--- src/rtl/tcdiv_pkg.sv ---
package tcdiv_pkg;

    localparam int unsigned MODE_W    = 2;
    localparam int unsigned NUM_MODES = 1 << MODE_W;

    typedef enum logic [MODE_W-1:0] {
        TBL_ENGINE  = 2'd0,
        TBL_MAC     = 2'd1,
        TBL_GENERAL = 2'd2,
        TBL_SLOW    = 2'd3
    } tbl_mode_e;

    // Division ratio for a code under a given table.
    function automatic int unsigned tbl_ratio(tbl_mode_e m, int unsigned code);
        int unsigned r;
        case (m)
            TBL_ENGINE:  r = (code < 2) ? 2 : code + 1;
            TBL_MAC:     r = (code < 2) ? 4 : 2 * (code + 1);
            TBL_GENERAL: r = 4 * (code + 1);
            default:     r = 2 * (code + 1);
        endcase
        return r;
    endfunction

endpackage

--- src/rtl/tcdiv_ratio_lut.sv ---
module tcdiv_ratio_lut
    import tcdiv_pkg::*;
#(
    parameter int unsigned SEL_W = 3,
    parameter int unsigned RAT_W = SEL_W + 3
) (
    input  logic [SEL_W-1:0]  sel,
    input  logic [MODE_W-1:0] tbl_mode,
    output logic [RAT_W-1:0]  ratio
);

    logic [RAT_W-1:0] cand [NUM_MODES];

    // One candidate ratio per table, picked afterwards by the mode.
    for (genvar g = 0; g < NUM_MODES; g++) begin : g_tbl
        assign cand[g] = RAT_W'(tbl_ratio(tbl_mode_e'(g), int'(sel)));
    end

    assign ratio = cand[tbl_mode];

endmodule

--- src/rtl/tcdiv_core.sv ---
module tcdiv_core #(
    parameter int unsigned RAT_W = 6
) (
    input  logic             clk_src,
    input  logic             rst_n,
    input  logic             gate_en,
    input  logic [RAT_W-1:0] ratio_in,
    output logic             clk_div
);

    typedef struct packed {
        logic             run;
        logic [RAT_W-1:0] cnt;
        logic [RAT_W-1:0] ratio;
        logic             out;
    } core_st_t;

    core_st_t st_d, st_q;

    logic [RAT_W-1:0] half_q;
    logic             last_q;

    assign half_q = st_q.ratio >> 1;
    assign last_q = (st_q.cnt == st_q.ratio - 1'b1);

    always_comb begin
        st_d = st_q;
        if (!gate_en) begin
            // closed gate: hold low and forget the phase
            st_d.run = 1'b0;
            st_d.cnt = '0;
            st_d.out = 1'b0;
        end else if (!st_q.run || last_q) begin
            // period boundary: only here a new ratio is taken
            st_d.run   = 1'b1;
            st_d.cnt   = '0;
            st_d.ratio = ratio_in;
            st_d.out   = 1'b1;
        end else begin
            st_d.cnt = st_q.cnt + 1'b1;
            st_d.out = (st_d.cnt < half_q);
        end
    end

    always_ff @(posedge clk_src) begin
        if (!rst_n) begin
            st_q <= '0;
        end else begin
            st_q <= st_d;
        end
    end

    assign clk_div = st_q.out;

endmodule

--- src/rtl/tcdiv_top.sv ---
module tcdiv_top
    import tcdiv_pkg::*;
#(
    parameter int unsigned SEL_W = 3
) (
    input  logic              clk_src,
    input  logic              rst_n,
    input  logic              gate_en,
    input  logic [SEL_W-1:0]  sel,
    input  logic [MODE_W-1:0] tbl_mode,
    output logic              clk_div
);

    localparam int unsigned RAT_W   = SEL_W + 3;
    localparam int unsigned RAT_MAX = 4 << SEL_W;

    logic [RAT_W-1:0] ratio;

    tcdiv_ratio_lut #(
        .SEL_W (SEL_W),
        .RAT_W (RAT_W)
    ) u_lut (
        .sel      (sel),
        .tbl_mode (tbl_mode),
        .ratio    (ratio)
    );

    tcdiv_core #(
        .RAT_W (RAT_W)
    ) u_core (
        .clk_src  (clk_src),
        .rst_n    (rst_n),
        .gate_en  (gate_en),
        .ratio_in (ratio),
        .clk_div  (clk_div)
    );

endmodule

--- config.mk ---
export PLATFORM = sky130hd
export DESIGN_NAME = tcdiv_top
export DESIGN_NICKNAME = d
export VERILOG_FILES = /design/src/rtl/tcdiv_pkg.sv /design/src/rtl/tcdiv_ratio_lut.sv /design/src/rtl/tcdiv_core.sv /design/src/rtl/tcdiv_top.sv
export SDC_FILE = /design/constraint.sdc
export NUM_CORES = 1
export LEC_CHECK = 0
export ABC_AREA = 1
export BUFFER_PORTS_ARGS = -buffer_cell sky130_fd_sc_hd__buf_4
export CAP_MARGIN = 0
export CORE_UTILIZATION = 47
export DETAILED_ROUTE_END_ITERATION = 12
export PLACE_DENSITY = 0.69
export SLEW_MARGIN = 20
export SYNTH_ARGS = -nofsm -noshare
export SYNTH_HDL_FRONTEND = slang
export SYNTH_SLANG_ARGS = --single-unit
--- constraint.sdc ---
create_clock -name clk_src -period 2.31 [get_ports clk_src]
set_input_delay 0.462 -clock clk_src [delete_from_list [all_inputs] [get_ports clk_src]]
set_output_delay 0.462 -clock clk_src [all_outputs]
set_load 0.01 [all_outputs]
After elaboration in Yosys (flattened, before gate mapping)
Index checks and enable logic that the tools add are counted.

word-level totals
  register bits = 14
  input port bits = 8
  output and inout bits = 1
  logic and storage cells = 25

cells by class
  $add $sub $neg = 3
  magnitude comparators = 3
  eq/ne operators = 1
  muxes and demuxes = 6
  bitwise logic cells = 3
  reduce and logical (&&, ||, !) cells = 5

operators by type and width
  cell                                                 count
  two-way mux 6 bit                                    4
  binary-select mux 6 bit (select 2 bit)               1
  adder 6 x 1 -> 6 bit (second input constant)         1
  equality test 6 bit                                  1
  < comparator 6 x 5 -> 1 bit                          1
  subtractor 6 x 1 -> 6 bit (second input constant)    1
  adder 3 x 1 -> 4 bit (second input constant)         1
  AND reduction 2 bit                                  2
  >= comparator 3 bit (second input constant)          1
  < comparator 3 x 2 -> 1 bit (second input constant)  1
  inverter 2 -> 3 bit                                  1
  OR reduction 3 bit                                   1
  inverter 1 bit                                       2
  zero test 1 bit                                      1
  logical OR 1 bit                                     1
  two-way mux 1 bit                                    1

Logic depth before layout (Yosys ltp)
  depth after elaboration = 5
  mapped depth = 15
  gate-level depth less buffers = 14

Cells and area by module
From an unflattened synthesis, not the netlist that was laid out.

second synthesis, totals
  cell total of the unflattened synthesis = 180
  area total of the unflattened synthesis = 1,137.3 sq um

modules (own cells, without submodules)
  module           times used  cells an instance  area an instance (sq um)
  tcdiv_core       1           141                913.4
  tcdiv_ratio_lut  1           39                 224.0

Least setup slack after synthesis
Ideal clock, no wire load.

  path type = flip-flop to flip-flop
  start point = reg u_core.st_q[1] in the netlist's numbering
  end point = reg u_core.st_q (netlist bit u_core.half_q[2])
  setup time = 115 ps
  arrival = 1,493 ps
  required time = 2,195 ps
  setup slack = 702 ps
  stages on the path, launching flop included = 11
  clock period less this slack = 1,608 ps
  cells stage by stage = dfxtp_1 > inv_1 > ha_1 > or2_2 > nand4_1 > nor2_1 > nand2_1 > nand2_2 > buf_6 > a21oi_1 > nor2_1

between the ends
  word-level cells in the longest chain between the ends = 4

RTL lines
  item                           RTL line          source
  start, declared                tcdiv_core.sv:18  core_st_t st_d, st_q;
  start signal, assigned         tcdiv_core.sv:49  st_q <= st_d;
  subtractor 6 x 1 -> 6 bit      tcdiv_core.sv:24  assign last_q = (st_q.cnt == st_q.ratio - 1'b1);
  equality test 6 bit            tcdiv_core.sv:24
  logical OR 1 bit               tcdiv_core.sv:33  end else if (!st_q.run || last_q) begin
  AND reduction 2 bit (no line)  -

Every way passes these cells.
A chain may end at the register's enable or synchronous reset.

Worst setup path in the final report
  start point = reg u_core.st_q[1] in the netlist's numbering
  end point = reg u_core.st_q[7] in the netlist's numbering

between the ends
  word-level cells in the longest chain between the ends = 4

RTL lines
  item                          RTL line
  subtractor 6 x 1 -> 6 bit     tcdiv_core.sv:24
  equality test 6 bit           tcdiv_core.sv:24
  logical OR 1 bit              tcdiv_core.sv:33
  OR reduction 3 bit (no line)  -

Every way passes these cells.

==> summary.txt <==
Die
  – Die W: 48.6 µm
  – Cell row count: 16
  – Die Ht: 48.6 µm
  – Io pins: 9
  – Core ar.: 2000 µm²
  – Die area: 2360 µm²
  – Starting Density: 51.0%

Logic synthesis
  – Most used DFF post-synth: dfxtp_1
  – Largest cells by area after synthesis: dfxtp_1 (27%), nand2_1 (18%), nor2_1 (10%)
  – Mapped Area: 1020 µm²
  – Synth async-reset ratio: 0%
  – Syn Inst Count: 170
  – Post-synthesis register bit count: 14
  – Post-synth top area cell: dfxtp_1
  – Yosys cell types: 20
  – Post-synth EDFFs: 0
  – Sequential area share after synthesis: 27.5%
  – Top-area cell type share of the netlist area: 27.5%
  – Syn_area_per_cell: 6.01 µm²
  – Synth Warn #: 0
  – Net Count, Synth: 185

Pwr
  – Share of power burned in registers: 45.4%
  – Peak VDD IR: 0.000343 V
  – Leak: 0.000584 µW
  – Sw Pwr: 175 µW
  – Gate power share: 23.9%
  – Switching Fraction: 30.2%
  – Clock Power Share: 30.8%
  – Internal power: 405 µW
  – Pwr per Cell Area: 513 nW/µm²

Clock tree
  – Root buf cell: clkbuf_4
  – Post-CTS sizing: 0
  – CTS tree: built
  – Worst-case clock buffer depth: 2
  – Postcts setup bufs: 0
  – Clk sink count: 14
  – Reg clk slew, reported paths: 0.09 ns
  – CTS buffer count: 3
  – CTS Hold Bufs: 0
  – H-tree levels: 1
  – Clk_lat worst skew: 0.29 ns

STA
  – # setup viols final: 0
  – Max Freq: 519 MHz
  – Actual slew at the worst max-slew pin: 0.234 ns
  – Final Cycle Share: 83.4%
  – Final Critical Period: 1.93 ns
  – Worst Skew: 0.0151 ns
  – Worst relative slew slack: 84.2%
  – RSZ-0062 raised after global routing: false
  – Final setup margin: 0.384 ns
  – TNS Setup: 0 ns
  – Max Transition Viols Final: 0
  – Endpoints failing hold: 0
  – Hold slack: 0.442 ns

Placed design
  – Port Buffer Count: 8
  – Post-DP HPWL: 1.67 mm
  – Gpl congestion: 0.844
  – Dpl cells: 202
  – Pre-CTS setup slack: 0.383 ns

Global route
  – Vias in the first global route: 934
  – First-pass GRT wire length: 3.85 mm
  – Initial antenna violation count: 0
  – GRT Total Usage: 21.0%
  – Largest net degree at the start of global routing: 14
  – Remaining Overflow, GRT: 0

Worst setup path
  – Crit path max fanout: 13
  – Slowest library cell on the worst path: dfxtp_1
  – CP Class: register to register
  – Sum of buffers and inverters on the critical path: 2
  – RR Startpoint: u_core.st_q[1]
  – CP Capture Type: register
  – R2r setup slk: 0.38 ns
  – Stages on worst setup path: 10
  – Worst EP arrival: 2.14 ns
  – R2R Path End: u_core.st_q[7]
  – Worst path max stage delay: 0.41 ns
  – Top delay family on crit path: simple AND/OR/NAND/NOR gates
  – CP Launch Type: register
  – Reg2Reg Depth: 10
  – Worst EP required: 2.53 ns
  – Critical path, cell by cell: inv_1, ha_1, or2_2, nand4_1, nor2_1, nand2_1, nand2_2, inv_1, nand2_1, nor2_1

Routing
  – DRT antenna net count: 0
  – Detailed-route DRC error count: 0
  – WL/cell: 10.3 µm
  – Via density: 4.91
  – Total wire length: 2.12 mm
  – Initial DRC count: 20
  – Vias: 1011
  – DRT Pass-1 Iters: 4

Layout
  – Finished Layout Cells: 206
  – Layout Nets: 195
  – ANT cells: 0
  – Area Overhead vs Synth: 10.8%
  – Layout cells sized above 1: 9.50%

Min path
  – Hold depth: 3
  – Hold crit path type: input pin to register
  – Hold path startpoint: rst_n
  – WHS Endpoint: u_core.half_q[4]

Outcome
  – Status: finished, final reports clean

Run
  – Max Cap Violations: 0
## per-layer routing
| metal | wire length (µm) | up-vias | part of all wire [%] | global-route usage (%) |
|---|---|---|---|---|
| li1 | - | 553 | - | - |
| met1 | 1090 | 441 | 51 | 26.4 |
| met2 | 936 | 13 | 44 | 33.8 |
| met3 | 36 | 4 | 1.7 | 2.52 |
| met4 | 55 | 0 | 2.6 | 13.7 |
| met5 | 0 | - | 0 | 0 |
## power by group through the flow
stage | Sequential (µW) | Combinational, µW | Clock, µW
floorplan | 266 | 105 | 0
global placement | 268 | 135 | 0
detailed placement | 269 | 138 | 0
CTS | 263 | 138 | 180
global route | 265 | 162 | 193
finish | 263 | 138 | 179
## kinds of logic (layout without fill, tap and decap cells)
group                    Yosys count  after routing  synth area share [%]
AO/OA/AOI/OAI                     16             16                  8.33
XOR/XNOR                           5              5                  4.29
adder cells (fa/ha/maj)            7              7                  8.58
buffers and inverters             28             37                  11.2
flip-flops                        14             14                  27.5
AND/OR/NAND/NOR                  100            100                  40.2
## cells in the mapped netlist (2+ instances only)
cell     number
a21oi_1      10
dfxtp_1      14
ha_1          7
inv_1        23
inv_2         2
nand2_1      49
nand3_1      16
nand4_1       2
nor2_1       28
nor3_1        2
o21ai_0       3
or2_2         2
xor2_1        5
## cells in the final DEF (no fill, tap or decap), types with 2 or more instances in the layout
master	count
nor3_1	2
nand4_1	2
nand2_1	49
inv_1	23
xor2_1	5
nand3_1	16
inv_2	2
dfxtp_1	14
a21oi_1	10
ha_1	7
nor2_1	28
or2_2	2
buf_4	8
o21ai_0	3
clkbuf_4	3
## worst max path at each step
| stage | start | end | slack, ns |
|---|---|---|---|
| 2_1_floorplan | u_core.st_q[1] | u_core.half_q[2] | 0.70 |
| 3_3_place_gp | u_core.st_q[1] | u_core.st_q[7] | 0.44 |
| 3_5_place_dp | u_core.st_q[1] | u_core.st_q[12] | 0.38 |
| 4_1_cts | u_core.st_q[1] | u_core.st_q[7] | 0.37 |
| 5_1_grt | u_core.st_q[1] | u_core.st_q[9] | 0.16 |
| 6_report | u_core.st_q[1] | u_core.st_q[7] | 0.38 |
## stage by stage
step	area, µm²	utilization (%)	total power, µW
after floorplan	1020	-	371
after global placement	1090	54.7	403
after detailed placement	1090	54.7	407
after CTS	1130	56.5	582
after global routing	1130	56.5	620
final	1130	56.5	580
## sequential cells by signal, indices dropped and copies added (netlist names)
name	count
u_core.clk_div	1
u_core.half_q	5
u_core.st_q	8
## area by class of cell
| cell class | count | area [µm²] |
|---|---|---|
| multi-input combinational | 128 | 627 |
| fill | 220 | 871 |
| timing repair buffer | 8 | 60.1 |
| sequential | 14 | 280 |
| inverter | 25 | 93.8 |
| clock buffer | 4 | 36.3 |
| tap | 27 | 33.8 |
## worst min-delay path: stages
cell	delay, ns
buf_4	0.14
nand2_1	0.07
nor2_1	0.03
Note: power is estimated with default switching activity, not from simulation.
